[config.mk]
export PLATFORM = sky130hd
export DESIGN_NAME = sasi_host_if
export DESIGN_NICKNAME = d
export VERILOG_FILES = /design/src/rtl/sasi_pkg.sv /design/src/rtl/sasi_pulse.sv /design/src/rtl/sasi_handshake.sv /design/src/rtl/sasi_status_gen.sv /design/src/rtl/sasi_host_if.sv
export SDC_FILE = /design/constraint.sdc
export NUM_CORES = 1
export LEC_CHECK = 0
export CAP_MARGIN = 40
export CORE_MARGIN = 1
export CORE_UTILIZATION = 50
export CTS_BUF_LIST = sky130_fd_sc_hd__clkbuf_8
export CTS_CLUSTER_SIZE = 12
export DETAILED_ROUTE_END_ITERATION = 16
export GPL_TIMING_DRIVEN = 0
export PLACE_DENSITY = 0.8
export SLEW_MARGIN = 25
export SYNTH_ARGS = -nofsm -noshare
export SYNTH_HDL_FRONTEND = slang
export SYNTH_SLANG_ARGS = --single-unit
[constraint.sdc]
create_clock -name clk -period 1.9 [get_ports clk]
set_input_delay 0.285 -clock clk [delete_from_list [all_inputs] [get_ports clk]]
set_output_delay 0.285 -clock clk [all_outputs]
set_load 0.05 [all_outputs]
[src/rtl/sasi_pkg.sv]
package sasi_pkg;
    localparam int DATA_W = 8;

    localparam logic [1:0] IDX_DATA = 2'd0;
    localparam logic [1:0] IDX_CTRL = 2'd1;
    localparam logic [1:0] IDX_CFG  = 2'd2;
    localparam logic [1:0] IDX_MASK = 2'd3;

    localparam logic [DATA_W-1:0] SELECT_ID = 8'h01;
    localparam logic [DATA_W-1:0] CFG_VALUE = 8'hFF;

    // mask bit positions
    localparam int MSK_DREQ = 0;
    localparam int MSK_DONE = 1;

    typedef enum logic [1:0] {
        HS_IDLE,
        HS_ACK,
        HS_GAP,
        HS_ACK2
    } hs_state_e;
endpackage

[src/rtl/sasi_pulse.sv]
module sasi_pulse #(
    parameter int CYCLES = 4
) (
    input  logic clk,
    input  logic rst_n,
    input  logic fire,
    output logic active
);
    localparam int CW = $clog2(CYCLES + 1);

    logic [CW-1:0] cnt_d, cnt_q;

    always_comb begin
        cnt_d = cnt_q;
        if (fire)
            cnt_d = CW'(CYCLES);
        else if (cnt_q != '0)
            cnt_d = cnt_q - CW'(1);
    end

    always_ff @(posedge clk) begin
        if (!rst_n) cnt_q <= '0;
        else        cnt_q <= cnt_d;
    end

    assign active = (cnt_q != '0);
endmodule

[src/rtl/sasi_handshake.sv]
module sasi_handshake
    import sasi_pkg::*;
#(
    parameter int TIMEOUT = 64
) (
    input  logic clk,
    input  logic rst_n,
    input  logic start,
    input  logic two_byte,
    input  logic abort,
    input  logic req,
    output logic ack,
    output logic idle,
    output logic done
);
    localparam int TW = $clog2(TIMEOUT + 1);

    typedef struct packed {
        hs_state_e     st;
        logic          two;
        logic [TW-1:0] cnt;
    } hs_t;

    hs_t q, d;

    always_comb begin
        d    = q;
        done = 1'b0;
        unique case (q.st)
            HS_IDLE: if (start) begin
                d.st  = HS_ACK;
                d.two = two_byte;
                d.cnt = '0;
            end
            HS_ACK: if (!req) begin
                d.cnt = '0;
                if (q.two) begin
                    d.st = HS_GAP;
                end else begin
                    d.st = HS_IDLE;
                    done = 1'b1;
                end
            end
            HS_GAP: if (req) begin
                d.st  = HS_ACK2;
                d.cnt = '0;
            end
            HS_ACK2: if (!req) begin
                d.st  = HS_IDLE;
                d.cnt = '0;
            end
            default: d.st = HS_IDLE;
        endcase

        if (q.st != HS_IDLE && d.st == q.st) begin
            if (q.cnt == TW'(TIMEOUT - 1)) begin
                d.st  = HS_IDLE;
                d.cnt = '0;
            end else begin
                d.cnt = q.cnt + TW'(1);
            end
        end

        if (abort) begin
            d.st  = HS_IDLE;
            d.cnt = '0;
            done  = 1'b0;
        end
    end

    always_ff @(posedge clk) begin
        if (!rst_n) begin
            q.st  <= HS_IDLE;
            q.two <= 1'b0;
            q.cnt <= '0;
        end else begin
            q <= d;
        end
    end

    assign ack  = (q.st == HS_ACK) || (q.st == HS_ACK2);
    assign idle = (q.st == HS_IDLE);
endmodule

[src/rtl/sasi_status_gen.sv]
module sasi_status_gen
    import sasi_pkg::*;
(
    input  logic              bsy,
    input  logic              req,
    input  logic              io,
    input  logic              cd,
    input  logic              dreq_en,
    input  logic              pend,
    output logic [DATA_W-1:0] status
);
    logic [2:0] phase_bits;

    always_comb begin
        phase_bits = bsy ? {cd, io, req} : 3'b000;
        status     = {2'b11, pend, bsy & ~cd & dreq_en, bsy, phase_bits};
    end
endmodule

[src/rtl/sasi_host_if.sv]
module sasi_host_if
    import sasi_pkg::*;
#(
    parameter int TIMEOUT_CYCLES = 64,
    parameter int SEL_CYCLES     = 4,
    parameter int RST_CYCLES     = 8
) (
    input  logic              clk,
    input  logic              rst_n,
    input  logic [1:0]        reg_sel,
    input  logic              rd_stb,
    input  logic              wr_stb,
    input  logic [DATA_W-1:0] wr_data,
    output logic [DATA_W-1:0] rd_data,
    output logic              irq,
    input  logic [DATA_W-1:0] bus_data_in,
    output logic [DATA_W-1:0] bus_data_out,
    output logic              bus_data_oe,
    output logic              bus_sel,
    output logic              bus_rst,
    output logic              bus_ack,
    input  logic              bus_bsy,
    input  logic              bus_req,
    input  logic              bus_io,
    input  logic              bus_cd
);
    typedef struct packed {
        logic [DATA_W-1:0] mask;
        logic              pend;
        logic [DATA_W-1:0] rdata;
        logic [DATA_W-1:0] dout;
        logic              wr_dir;
        logic              arm;
        logic              req_prev;
    } regs_t;

    regs_t q, d;

    logic              data_rd, data_wr, ctrl_rd, ctrl_wr, cfg_wr;
    logic              status_phase, req_rise, done_set;
    logic              hs_start, hs_ack, hs_idle, hs_done;
    logic              sel_active, rst_active;
    logic [DATA_W-1:0] status_byte;

    assign data_rd      = rd_stb && (reg_sel == IDX_DATA);
    assign data_wr      = wr_stb && (reg_sel == IDX_DATA);
    assign ctrl_rd      = rd_stb && (reg_sel == IDX_CTRL);
    assign ctrl_wr      = wr_stb && (reg_sel == IDX_CTRL);
    assign cfg_wr       = wr_stb && (reg_sel == IDX_CFG);
    assign status_phase = bus_bsy && bus_cd && bus_io;
    assign req_rise     = bus_req && !q.req_prev;
    assign hs_start     = (data_rd || data_wr) && hs_idle;
    assign done_set     = q.arm && req_rise && status_phase && q.mask[MSK_DONE];

    sasi_status_gen u_status (
        .bsy     (bus_bsy),
        .req     (bus_req),
        .io      (bus_io),
        .cd      (bus_cd),
        .dreq_en (q.mask[MSK_DREQ]),
        .pend    (q.pend),
        .status  (status_byte)
    );

    sasi_handshake #(.TIMEOUT(TIMEOUT_CYCLES)) u_hs (
        .clk      (clk),
        .rst_n    (rst_n),
        .start    (hs_start),
        .two_byte (status_phase),
        .abort    (ctrl_wr),
        .req      (bus_req),
        .ack      (hs_ack),
        .idle     (hs_idle),
        .done     (hs_done)
    );

    sasi_pulse #(.CYCLES(SEL_CYCLES)) u_sel_pulse (
        .clk    (clk),
        .rst_n  (rst_n),
        .fire   (cfg_wr),
        .active (sel_active)
    );

    sasi_pulse #(.CYCLES(RST_CYCLES)) u_rst_pulse (
        .clk    (clk),
        .rst_n  (rst_n),
        .fire   (ctrl_wr),
        .active (rst_active)
    );

    always_comb begin
        d          = q;
        d.req_prev = bus_req;

        if (rd_stb) begin
            unique case (reg_sel)
                IDX_DATA: d.rdata = bus_data_in;
                IDX_CTRL: d.rdata = status_byte;
                IDX_CFG:  d.rdata = CFG_VALUE;
                default:  d.rdata = '0;
            endcase
        end

        if (wr_stb) begin
            unique case (reg_sel)
                IDX_DATA: if (hs_idle) d.dout = wr_data;
                IDX_CTRL: d.mask = '0;
                IDX_MASK: d.mask = wr_data;
                default:  ;
            endcase
        end

        if (hs_start)
            d.wr_dir = data_wr;

        if (req_rise || !bus_bsy || ctrl_wr)
            d.arm = 1'b0;
        if (hs_done && bus_bsy)
            d.arm = 1'b1;

        // a new event outranks a clearing read in the same cycle
        d.pend = done_set || (q.pend && !ctrl_rd);
    end

    always_ff @(posedge clk) begin
        if (!rst_n) begin
            q <= '0;
        end else begin
            q <= d;
        end
    end

    assign rd_data      = q.rdata;
    assign bus_ack      = hs_ack;
    assign bus_sel      = sel_active;
    assign bus_rst      = rst_active;
    assign bus_data_oe  = sel_active || (hs_ack && q.wr_dir);
    assign bus_data_out = sel_active ? SELECT_ID : q.dout;
    assign irq          = q.pend ||
                          (bus_bsy && !bus_cd && bus_req && q.mask[MSK_DREQ]);
endmodule

==> results.ini <==
[run_status]
status = completed

[sta]
report.final.setup_viol = 0
rsz0062_at_grt = false
finalHoldViolCount = 0
timing.final.crit_share_pct = 96.1
drv_slew = 0
fin_crit_ns = 1.83
layout_setup_ws_ns = 0.0736
relSlewSlack_pct = 66.9
worst_pin_slew_ns = 0.495
skew_ns = 0.00499
fmax_mhz = 548

[power]
vdd.ir_drop.worst_v = 0.000588
power.density_nw_per_um2 = 1060
leakagePower_nw = 1.02
power_mw = 2.72

[worst_setup_path]
ff2ff_path_depth = 5
critical_path.max_fanout = 2
startpoint_type = flip-flop
r2r_end = u_hs.q[5]
worst_setup_path_end_kind = output pin
rrSetupSlack_ns = 0.25
crit_arrival_ns = 1.54
r2r_start = u_hs.q[0]
worstPathRequired_ns = 1.62
crit_type = reg -> out

[cts]
cts_tree = done
cts_num_sinks = 39
cts_buffer_depth = 2
cts.clk_slew.worst_paths_ns = 0.08
clock_latency_ns = 0.29
htreeDepth = 2
clock-root-buffer = clkbuf_8
cts_buffers = 5

[synthesis]
synth_async_sr_flop_share_pct = 0
syn-instance-count = 231
syn_avg_cell_area_um2 = 8.54
synthesis.area_um2 = 1970
syn_nets = 267
synth_ff_type = dfxtp_1
synth_edf_count = 0
ys_ff_latch = 39
synth_seq_area_share_pct = 39.6
synth_cell_types = 46
synth-warning-count = 0
synth_largest_area_cell = dfxtp_1
synth_top_area_share_pct = 39.6
ys_top_cells_by_area = dfxtp_1 (40%), ha_1 (6.3%), nand2_1 (5.7%)

[placed_design]
io_buffers = 44
dp_cells = 323
place_ws_ns = -0.452
gp_congestion = 0.790
dp_hpwl_um = 3230

[finish]
fin_nets = 317
antenna_cells = 0
area_growth_pct = 30.3
layoutNonFillerInstCount = 330
nFillCells = 318
drive_gt1_share_pct = 15.6
fin_util_pct = 69.2

[detailed_routing]
wirelength_um = 4290
vias = 1712
drt-initial-drc-count = 57
antenna_left = 0
wl_per_cell_um = 13.0
drtPass1Iterations = 4
route.detailed.drc = 0
via_per_inst = 5.19

[global_routing]
grt-ovfl-total = 0
antenna_found_initial = 0
grt_usage_pct = 22.4
grt_pass1_wl_um = 7110
grt_max_degree = 13
grt_pass1_vias = 1581

[floorplanning]
die_x_um = 64.8
chipHeight_um = 64.8
pin_count = 47
fp.coreArea_um2 = 3720
fp-row-count = 22
initial_utilization_pct = 53.1
dieArea_um2 = 4200

[hold_path]
min_path_cells = 3
hold_path.class = in -> reg
whs_endpoint = u_sel_pulse.cnt_q[2]
min_from = wr_stb

[flow_run]
cap_violations = 0

==> flip-flops by register name, indices dropped and copies added, names as in the netlist <==
name	cells
u_sel_pulse.cnt_q	3
q	14
u_hs.q	10
rd_data	8
u_rst_pulse.cnt_q	4
==> what timing repair did <==
action,4_1_cts,5_1_grt
endpoints found under the hold margin,0,0
hold buffers,0,0
buffers inserted,0,0
resized for setup,60,11
setup endpoints to repair,13,13
==> cells by family (layout without fill, tap and decap cells) <==
| kind of cell | after synthesis | count (layout) | synth area share (%) |
|---|---|---|---|
| flip-flops | 39 | 39 | 39.6 |
| buffers and inverters | 31 | 82 | 7.74 |
| multiplexers | 1 | 1 | 0.508 |
| XOR/XNOR | 8 | 8 | 3.55 |
| AO/OA/AOI/OAI | 53 | 53 | 19.0 |
| adder cells (fa/ha/maj) | 10 | 10 | 6.35 |
| AND/OR/NAND/NOR | 89 | 89 | 23.2 |
==> per-layer routing <==
metal / up-vias / GRT usage, % / wire (um)
met1: 784 / 27.1 / 2010
li1: 880 / - / -
met3: 6 / 6.87 / 220
met2: 42 / 36.8 / 1990
met5: - / 0 / 0
met4: 0 / 8.61 / 68
==> through the flow <==
stage	cell area (um2)	hold slack, ns	setup TNS (ns)
after CTS	2580	0.352	-0.140
after global placement	2470	0.440	-5.08
final	2570	0.358	0
after floorplan	1970	0.404	0
after global routing	2570	0.389	0
after detailed placement	2470	0.450	-6.12
==> worst max-delay path: stages (launching register included) <==
cell,delay (ns)
dfxtp_1,0.35
buf_4,0.11
clkdlybuf4s50_1,0.79
==> where the power goes <==
group / switching [mW] / internal, mW
combinational: 0.667 / 0.389
sequential: 0.0570 / 0.904
clock: 0.282 / 0.425
==> cell usage in the layout (no fill, tap or decap), types with 3 or more instances in the layout <==
cell and n:
xnor2_1 3, nor3_1 6, o21ai_0 6, a221oi_1 6
nand2_1 30, nand2b_1 3, and2_1 13, nor2_1 13
ha_1 8, buf_2 6, nor2b_1 8, dfxtp_1 38
a21oi_1 10, o2bb2ai_1 4, a21boi_0 12, clkdlybuf4s50_1 31
clkbuf_8 6, xor2_1 5, clkbuf_1 4, clkbuf_2 3
inv_1 12, buf_4 13
==> cells in the mapped netlist, types with 2 or more instances <==
cell type,instances
dfxtp_1,39
nand2_1,30
and2_1,13
nor2_1,13
a21boi_0,12
inv_1,12
a21oi_1,10
ha_1,10
buf_4,8
nor2b_1,8
a221oi_1,6
nor3_1,6
o21ai_0,6
clkbuf_1,5
xor2_1,5
buf_2,4
o2bb2ai_1,4
nand2b_1,3
xnor2_1,3
a211oi_1,2
a32oi_1,2
and3_1,2
nand3_1,2
nor3b_1,2
nor4_1,2
o211ai_1,2
==> how the worst max path moves through the flow <==
stage,start,end,slack (ns)
detailed placement,u_sel_pulse.cnt_q[0],bus_data_out[5],-0.45
CTS,u_sel_pulse.cnt_q[0],bus_data_out[5],-0.14
floorplan,u_sel_pulse.cnt_q[0],bus_data_out[1],0.19
global route,u_sel_pulse.cnt_q[0],bus_data_out[0],0.03
global placement,u_sel_pulse.cnt_q[0],bus_data_out[5],-0.42
finish,rd_data[5],rd_data[5],0.07
==> cell type report <==
cell class / count / area [um2] / area share, %
sequential: 39 / 782 / 30.4
clock buffer: 6 / 82.6 / 3.21
clock inverter: 2 / 35.0 / 1.36
inverter: 13 / 48.8 / 1.90
tap: 48 / 60.1 / 2.34
multi-input combinational: 161 / 1050 / 41.0
timing repair buffer: 44 / 407 / 15.8
buffer: 17 / 100 / 3.89
(Power assumes the default switching activity.)
